**src/rtl/acc_alu_pkg.sv**
```systemverilog
`timescale 1ns/1ps
package acc_alu_pkg;

  typedef enum logic [3:0] {
    OP_CLR  = 4'h0,
    OP_NOT  = 4'h1,
    OP_INC  = 4'h2,
    OP_DEC  = 4'h3,
    OP_NEG  = 4'h4,
    OP_BSET = 4'h5,
    OP_BCLR = 4'h6,
    OP_ROL  = 4'h7,
    OP_ROR  = 4'h8,
    OP_SHL  = 4'h9,
    OP_SHR  = 4'hA,
    OP_ADD  = 4'hB,
    OP_AND  = 4'hC,
    OP_OR   = 4'hD,
    OP_XOR  = 4'hE,
    OP_LDT  = 4'hF
  } alu_op_e;

  typedef enum logic [1:0] {
    UNIT_LOGIC = 2'd0,
    UNIT_ARITH = 2'd1,
    UNIT_SHIFT = 2'd2
  } unit_sel_e;

  function automatic unit_sel_e op_unit(input alu_op_e op);
    unit_sel_e u;
    case (op)
      OP_INC, OP_DEC, OP_NEG, OP_ADD: u = UNIT_ARITH;
      OP_ROL, OP_ROR, OP_SHL, OP_SHR: u = UNIT_SHIFT;
      default:                        u = UNIT_LOGIC;
    endcase
    return u;
  endfunction

endpackage

```
**src/rtl/acc_alu_rst_sync.sv**
```systemverilog
`timescale 1ns/1ps
module acc_alu_rst_sync #(
  parameter int STAGES = 2
) (
  input  logic clk_i,
  input  logic rst_ni,
  output logic rst_sync_no
);

  logic [STAGES-1:0] sync_q;
  logic [STAGES-1:0] sync_d;

  always_comb begin
    sync_d = {sync_q[STAGES-2:0], 1'b1};
  end

  always_ff @(posedge clk_i or negedge rst_ni) begin
    if (!rst_ni) begin
      sync_q <= '0;
    end else begin
      sync_q <= sync_d;
    end
  end

  assign rst_sync_no = sync_q[STAGES-1];

endmodule

```
**src/rtl/acc_alu_arith.sv**
```systemverilog
`timescale 1ns/1ps
module acc_alu_arith
  import acc_alu_pkg::*;
#(
  parameter int WIDTH = 8
) (
  input  alu_op_e          op_i,
  input  logic [WIDTH-1:0] w_i,
  input  logic [WIDTH-1:0] t_i,
  output logic [WIDTH-1:0] res_o,
  output logic             carry_o
);

  localparam int EXT = WIDTH + 1;

  logic [EXT-1:0] w_ext;
  logic [EXT-1:0] t_ext;
  logic [EXT-1:0] sum;

  assign w_ext = {1'b0, w_i};
  assign t_ext = {1'b0, t_i};

  // Nine-bit arithmetic: the top bit is carry on sums, borrow on differences.
  always_comb begin
    case (op_i)
      OP_INC:  sum = w_ext + EXT'(1);
      OP_DEC:  sum = w_ext - EXT'(1);
      OP_NEG:  sum = EXT'(0) - w_ext;
      OP_ADD:  sum = w_ext + t_ext;
      default: sum = w_ext;
    endcase
  end

  assign res_o   = sum[WIDTH-1:0];
  assign carry_o = sum[WIDTH];

endmodule

```
**src/rtl/acc_alu_logic.sv**
```systemverilog
`timescale 1ns/1ps
module acc_alu_logic
  import acc_alu_pkg::*;
#(
  parameter int WIDTH = 8,
  parameter int IDX_W = $clog2(WIDTH)
) (
  input  alu_op_e          op_i,
  input  logic [WIDTH-1:0] w_i,
  input  logic [WIDTH-1:0] t_i,
  input  logic [IDX_W-1:0] idx_i,
  output logic [WIDTH-1:0] res_o
);

  logic [WIDTH-1:0] mask;

  // One-hot bit select decoded per bit position.
  for (genvar k = 0; k < WIDTH; k++) begin : g_mask
    localparam logic [IDX_W-1:0] KIDX = IDX_W'(k);
    assign mask[k] = (idx_i == KIDX);
  end

  always_comb begin
    case (op_i)
      OP_CLR:  res_o = '0;
      OP_NOT:  res_o = ~w_i;
      OP_BSET: res_o = w_i | mask;
      OP_BCLR: res_o = w_i & ~mask;
      OP_AND:  res_o = w_i & t_i;
      OP_OR:   res_o = w_i | t_i;
      OP_XOR:  res_o = w_i ^ t_i;
      OP_LDT:  res_o = t_i;
      default: res_o = w_i;
    endcase
  end

endmodule

```
**src/rtl/acc_alu_shift.sv**
```systemverilog
`timescale 1ns/1ps
module acc_alu_shift
  import acc_alu_pkg::*;
#(
  parameter int WIDTH = 8
) (
  input  alu_op_e          op_i,
  input  logic [WIDTH-1:0] w_i,
  input  logic             carry_i,
  output logic [WIDTH-1:0] res_o,
  output logic             carry_o
);

  always_comb begin
    case (op_i)
      OP_ROL: begin
        res_o   = {w_i[WIDTH-2:0], carry_i};
        carry_o = w_i[WIDTH-1];
      end
      OP_ROR: begin
        res_o   = {carry_i, w_i[WIDTH-1:1]};
        carry_o = w_i[0];
      end
      OP_SHL: begin
        res_o   = {w_i[WIDTH-2:0], 1'b0};
        carry_o = w_i[WIDTH-1];
      end
      OP_SHR: begin
        res_o   = {1'b0, w_i[WIDTH-1:1]};
        carry_o = w_i[0];
      end
      default: begin
        res_o   = w_i;
        carry_o = carry_i;
      end
    endcase
  end

endmodule

```
**src/rtl/acc_alu.sv**
```systemverilog
`timescale 1ns/1ps
module acc_alu
  import acc_alu_pkg::*;
#(
  parameter int WIDTH = 8,
  parameter int IDX_W = $clog2(WIDTH)
) (
  input  logic             clk_i,
  input  logic             rst_ni,
  input  logic             we_i,
  input  logic [3:0]       op_i,
  input  logic [IDX_W-1:0] bit_idx_i,
  input  logic [WIDTH-1:0] temp_i,
  input  logic             idis_set_i,
  input  logic             idis_clr_i,
  output logic [WIDTH-1:0] w_o,
  output logic             carry_o,
  output logic             zero_o,
  output logic             neg_o,
  output logic             idis_o
);

  logic             rst_sync_n;
  alu_op_e          op_e;
  unit_sel_e        unit;

  logic [WIDTH-1:0] w_q, w_d;
  logic             c_q, c_d;
  logic             z_q, z_d;
  logic             n_q, n_d;
  logic             i_q, i_d;
  logic             i_en;

  logic [WIDTH-1:0] arith_res, logic_res, shift_res;
  logic             arith_c, shift_c;

  assign op_e = alu_op_e'(op_i);

  acc_alu_rst_sync #(.STAGES(2)) u_rst_sync (
    .clk_i       (clk_i),
    .rst_ni      (rst_ni),
    .rst_sync_no (rst_sync_n)
  );

  acc_alu_arith #(.WIDTH(WIDTH)) u_arith (
    .op_i    (op_e),
    .w_i     (w_q),
    .t_i     (temp_i),
    .res_o   (arith_res),
    .carry_o (arith_c)
  );

  acc_alu_logic #(.WIDTH(WIDTH), .IDX_W(IDX_W)) u_logic (
    .op_i  (op_e),
    .w_i   (w_q),
    .t_i   (temp_i),
    .idx_i (bit_idx_i),
    .res_o (logic_res)
  );

  acc_alu_shift #(.WIDTH(WIDTH)) u_shift (
    .op_i    (op_e),
    .w_i     (w_q),
    .carry_i (c_q),
    .res_o   (shift_res),
    .carry_o (shift_c)
  );

  // Next-state selection for W and the arithmetic flags.
  always_comb begin
    unit = op_unit(op_e);
    case (unit)
      UNIT_ARITH: begin
        w_d = arith_res;
        c_d = arith_c;
      end
      UNIT_SHIFT: begin
        w_d = shift_res;
        c_d = shift_c;
      end
      default: begin
        w_d = logic_res;
        c_d = c_q;
      end
    endcase
    z_d = (w_d == '0);
    n_d = w_d[WIDTH-1];
  end

  // Interrupt-disable: its own enable, set dominates clear.
  always_comb begin
    i_en = idis_set_i | idis_clr_i;
    i_d  = idis_set_i;
  end

  always_ff @(posedge clk_i or negedge rst_sync_n) begin
    if (!rst_sync_n) begin
      w_q <= '0;
      c_q <= 1'b0;
      z_q <= 1'b0;
      n_q <= 1'b0;
    end else if (we_i) begin
      w_q <= w_d;
      c_q <= c_d;
      z_q <= z_d;
      n_q <= n_d;
    end
  end

  always_ff @(posedge clk_i or negedge rst_sync_n) begin
    if (!rst_sync_n) begin
      i_q <= 1'b0;
    end else if (i_en) begin
      i_q <= i_d;
    end
  end

  assign w_o     = w_q;
  assign carry_o = c_q;
  assign zero_o  = z_q;
  assign neg_o   = n_q;
  assign idis_o  = i_q;

endmodule

```
**config.mk**
```make
export PLATFORM = sky130hd
export DESIGN_NAME = acc_alu
export DESIGN_NICKNAME = d
export VERILOG_FILES = /design/src/rtl/acc_alu_pkg.sv /design/src/rtl/acc_alu_rst_sync.sv /design/src/rtl/acc_alu_arith.sv /design/src/rtl/acc_alu_logic.sv /design/src/rtl/acc_alu_shift.sv /design/src/rtl/acc_alu.sv
export SDC_FILE = /design/constraint.sdc
export NUM_CORES = 1
export LEC_CHECK = 0
export BUFFER_PORTS_ARGS = -buffer_cell sky130_fd_sc_hd__buf_2
export CORE_MARGIN = 2
export CORE_UTILIZATION = 43
export CTS_CLUSTER_SIZE = 12
export DETAILED_ROUTE_END_ITERATION = 10
export HOLD_SLACK_MARGIN = 0.02
export PLACE_DENSITY = 0.6
export RECOVER_POWER = 100
export SLEW_MARGIN = 0
export SYNTH_ARGS = -nofsm -noshare
export SYNTH_HDL_FRONTEND = slang
export SYNTH_SLANG_ARGS = --single-unit
```
**constraint.sdc**
```tcl
create_clock -name clk_i -period 2 [get_ports clk_i]
set_input_delay 0.5 -clock clk_i [delete_from_list [all_inputs] [get_ports clk_i]]
set_output_delay 0.5 -clock clk_i [all_outputs]
set_load 0.01 [all_outputs]
```
Yosys cells after proc, flatten, opt, wreduce, memory -nomap -nowiden:

Memory sizes are Yosys's and may differ from the RTL's.
Cells that the tools add are included.

* register bits after elaboration: 14
* bits in latches: 0
* RAM bits: 0
* bits in read-only memories: 32
* bits of input ports: 20
* output and inout bits: 12
* logic and storage cells: 57
* memories kept: 1

* $add $sub $neg: 4
* $mul: 0
* div/mod/pow operators: 0
* order comparisons: 0
* equality and inequality tests: 25
* shift-type cells: 0
* mux-type cells: 6
* bitwise operators: 8
* reduce and logical (&&, ||, !) cells: 7

Memories
* (no name shown): depth 16, width 2, read ports 1, clocked after Yosys merged registers in 0, wr ports 0, RTL line acc_alu_pkg.sv:31 `case (op)`

Operators by type and width (number)
* $pmux W8 S8: 1
* $pmux W9 S4: 1
* $eq A4 B4 Y1 const B: 8
* $pmux W8 S4: 1
* $and A8 B8 Y8: 2
* $eq A4 B3 Y1 const B: 4
* $not A8 Y8: 2
* $or A8 B8 Y8: 2
* $pmux W8 S2: 1
* $eq A3 B3 Y1 const B: 4
* $add A8 B1 Y9 const B: 1
* $add A8 B8 Y9: 1
* $sub A1 B8 Y9 const A: 1
* $sub A8 B1 Y9 const B: 1
* $eq A4 B2 Y1 const B: 2
* $logic_not A8 Y1: 1
* $xor A8 B8 Y8: 1
* $eq A3 B2 Y1 const B: 2
* $eq A4 B1 Y1 const B: 1
* $logic_not A4 Y1: 1
* $pmux W1 S2: 2
* $reduce_or A2 Y1: 2
* $eq A3 B1 Y1 const B: 1
* $logic_not A3 Y1: 1
* 6 further kinds: 6

Depth between registers and ports, before layout:

* word-level depth: 6
* gate-level depth with buffers: 15
* mapped depth without buffers: 12

Hierarchy:

From an unflattened synthesis, not the netlist that was laid out.

* cells, all modules: 327
* area total of the unflattened synthesis: 2531.2 um2

Modules (own cells, without submodules)
* acc_alu_logic: times used 1, cells an instance 114, area an instance 783.3 um2, sequential area each 0.0 um2
* acc_alu_arith: times used 1, cells an instance 109, area an instance 755.7 um2, sequential area each 0.0 um2
* acc_alu: times used 1, cells an instance 74, area an instance 724.4 um2, sequential area each 275.3 um2
* acc_alu_shift: times used 1, cells an instance 27, area an instance 214.0 um2, sequential area each 0.0 um2
* acc_alu_rst_sync: times used 1, cells an instance 3, area an instance 53.8 um2, sequential area each 50.0 um2

Worst setup path before layout:

No wires, ideal clock.

* path type: input to register
* start point: in op_i[2]
* end point: reg z_q, in the netlist zero_o
* setup time: 0.104 ns
* arrival time: 3.064 ns
* data required time: 1.896 ns
* setup slack: -1.168 ns
* stages on the path: 15
* buffers on the path: 4
* cells stage by stage: buf_2 buf_2 buf_2 or2_2 clkbuf_1 nand2b_1 inv_1 ha_1 a21oi_1 o2111ai_1 xnor2_1 o221ai_1 a211oi_1 nor2_1 o41ai_2

* cells in the longest elaborated chain, start to end: 4
* elaborated cells between the ends (all ways): 24
* those cells by class: eq/ne (17); mux (4); reduce/logical (2); memory (1)

RTL lines
* start: declaration: RTL line acc_alu.sv:11 `input logic [3:0] op_i,`
* $mem_v2 Z16 W2 (tied with other cells)
* $eq A2 B2 Y1 (tied with other cells): RTL line acc_alu.sv:72 `case (unit)`
* $pmux W8 S2 *: RTL line acc_alu.sv:72
* $logic_not A8 Y1 *: RTL line acc_alu.sv:86 `z_d = (w_d == '0);`
* end signal: assignment: RTL line acc_alu.sv:105 `z_q <= z_d;`
* end: declaration: RTL line acc_alu.sv:29 `logic z_q, z_d;`

Every way passes the cells marked *; elsewhere a longest branch is shown, timed or not.
A chain may end at the register's enable or synchronous reset.

Worst setup path in the final report:

* start point: in op_i[3]
* end point: reg z_q, in the netlist zero_o

The elaborated chain is that of the path after synthesis.

==> flow_summary_export.csv <==
group,metric,value,unit
synth,synth_edf_count,0,
placed_design,io_buffers,31,
route,final_antenna_net_count,0,
synth,synthArstFlopShare,100.0,%
floorplanning,die_y,81.74,um
final_layout,final_layout_size_suffix_gt1_share,46.61,%
setup_path,cp-start-kind,"input port",
final_layout,antenna_cells,0,
route,drtIter0Drc,425,
route,routed_via_density,6.121,
synth,synthesis.instances,356,
status,status,"complete, but fails checks",
route,wire_per_inst,18.43,um
route,wirelength,10.36,mm
sta,fmaxAchievable,390.5,MHz
sta,setup_violations,10,
sta,period_needed,2561,ps
global_routing,grt-ovfl-total,0,
final_layout,mostFrequentLayoutCell,"buf_4",
final_layout,areaGrowthSynthToFinish,59.41,%
placed_design,dp_cells,542,
floorplanning,initial_core_util,44.15,%
clock_network,h-tree-depth,1,
clock_network,cts_buffer_depth,2,
synth,yosysSeqAreaShare,12.52,%
clock_network,cts_tree,"yes",
floorplanning,die_w,81.74,um
global_routing,grt_pass1_wl,16.13,mm
setup_path,worstSetupPathType,"input port to flip-flop",
setup_path,arrival,2700,ps
route,dr_total_vias,3440,
clock_network,cts_sinks,13,
sta,setup_ws,-560.5,ps
sta,drv_slew,0,
final_layout,stdcell_count,562,
final_layout,most-common-layout-cells,"111 x buf_4, 28 x a21oi_1, 23 x nand2_1",
sta,setup_tns,-4266,ps
floorplanning,ioPinCount,32,
global_routing,antenna_found_initial,0,
floorplanning,fp-row-count,28,
synth,ys_warn_count,0,
setup_path,crit_slowest_cell,"nor4b_4",
clock_network,numCtsBuffers,3,
global_routing,grt_pass1_vias,3161,
power,power.total,2.575,mW
power,power.density,621.6,nW/um^2
clock_network,path_clk_slew,50,ps
clock_network,insertion_delay,240,ps
final_layout,nNetsFinal,520,
floorplanning,die_area,6681,sq um
placed_design,place_congestion,0.9982,
route,drc,0,
setup_path,cp-end-kind,"flip-flop",
setup_path,required,2140,ps
setup_path,cp_max_fo,10,
route,drt-pass1-iter-count,5,
worst_hold_path,hold_path.class,"input port to asynchronous set/reset pin",
synth,synthFlopType,"dfrtp_1",
clock_network,postCtsHoldBufs,0,
run,cap_violations,0,
sta,hold_violations,0,
global_routing,track_usage,31.46,%
placed_design,place_ws,-961.1,ps
synth,synth.distinct_cells,86,
synth,avgSynthCellArea,7.300,sq um
synth,synthesis.nets,388,
sta,min_period_over_period,128.0,%
synth,syn_area,2599,sq um
setup_path,slowest_delay,350,ps
setup_path,crit_chain,"buf_12 > buf_8 > nor4b_4 > a21oi_4 > ha_4 > clkinv_4 > a2111oi_4 > buf_4 > a21oi_2 > o221ai_2 > nand4b_1 > o41ai_2",
global_routing,grt_max_degree,41,
floorplanning,core-area,5886,sq um
clock_network,root_buffer,"clkbuf_8",
synth,synth-seq-cells,13,
power,leakagePower,1.779,nW
power,ir_drop,0.5746,mV
status,violations,"negative setup slack",
sta,rsz0062_at_grt,"true",
sta,fin_skew,3.780,ps
placed_design,hpwlAfterDp,7.981,mm
==> stage by stage <==
stage                     area (sq um)  hold WS, ps  util [%]
final                             4143        32.94     70.39
after global routing              4143        26.88     70.39
after CTS                         3991        26.97     67.81
after detailed placement          3643        193.4     61.90
after global placement            3643        187.0     61.90
after floorplan                   2779        134.1         -
==> area by class of cell <==
| type | instances | area (sq um) |
|---|---|---|
| sequential | 13 | 325.3 |
| tap | 75 | 93.84 |
| inverter | 22 | 90.09 |
| timing repair buffer | 159 | 1232 |
| fill | 507 | 1743 |
| clock buffer | 4 | 45.04 |
| multi-input combinational | 289 | 2356 |
==> worst paths after layout <==
| check | startpoint | end | slack (ps) | cells past startpoint |
|---|---|---|---|---|
| max in group asynchronous | u_rst_sync.sync_q[1] | carry_o | 1520 | 0 |
| setup reg to reg | w_o[0] | zero_o | -420 | 10 |
| hold / removal | rst_ni | u_rst_sync.sync_q[0] | 30 | 1 |
| hold reg to reg | u_rst_sync.sync_q[1] | w_o[3] | 180 | 0 |
| setup / recovery | op_i[3] | zero_o | -560 | 12 |
| min in group clk_i | u_rst_sync.sync_q[0] | u_rst_sync.sync_q[1] | 350 | 0 |
==> sequential cells by signal (all words and copies together), names as in the netlist <==
| register | cells |
|---|---|
| carry_o | 1 |
| idis_o | 1 |
| w_o | 8 |
| zero_o | 1 |
| u_rst_sync.sync_q | 2 |
==> logic make-up (layout without fill, tap and decap cells) <==
| logic type | Yosys count | in the layout | share of synthesized area [%] |
|---|---|---|---|
| xor gates and xnor gates | 5 | 5 | 1.685 |
| muxes | 5 | 5 | 2.022 |
| DFF | 13 | 13 | 12.52 |
| adders and majority gates | 12 | 12 | 6.066 |
| buffers and inverters | 54 | 185 | 10.50 |
| other | 1 | 1 | 0.1443 |
| AOI/OAI and AO/OA | 134 | 134 | 35.92 |
| and+or+nand+nor | 132 | 132 | 31.15 |
==> repair_timing <==
item | CTS | global route
hold endpoints to repair | 0 | 0
resized for setup | 49 | 26
pin swaps | 19 | 19
setup endpoints to repair | 10 | 10
buffers inserted | 11 | 7
gates cloned | 0 | 0
==> layer usage <==
layer | routed length, um | global-route usage [%]
met5 | 0 | 0
met4 | 312 | 8.000
met3 | 577 | 4.945
met2 | 5021 | 53.33
met1 | 4449 | 41.49
==> synth_stat cells (all sizes together), types with 6 or more instances <==
library cell  instances  area share [%]
a21oi                34             6.7
o21ai                27             5.2
nand2                24             3.5
nor2                 22             3.2
inv                  21             3.1
buf                  18             5.2
clkbuf               14             2.0
dfrtp                13              13
ha                   11             5.3
nand2b               11             2.6
nand3                 9             1.7
nor2b                 9             2.2
nor3                  9             2.1
o221ai                8             2.9
a21o                  7             2.0
o22ai                 7             1.7
nor3b                 6             1.7
==> power breakdown <==
part | internal (mW) | total [mW] | switching, mW
clock | 0.140 | 0.229 | 0.0890
combinational | 0.953 | 1.90 | 0.949
sequential | 0.323 | 0.444 | 0.122
==> worst max-delay path: cells and delay by family <==
kind	cells	cell delay (ps)
and+or+nand+nor	2	540
AOI/OAI and AO/OA	5	880
adders and majority gates	1	310
buffers and inverters	4	460
Note: power is estimated with default switching activity, not from simulation.
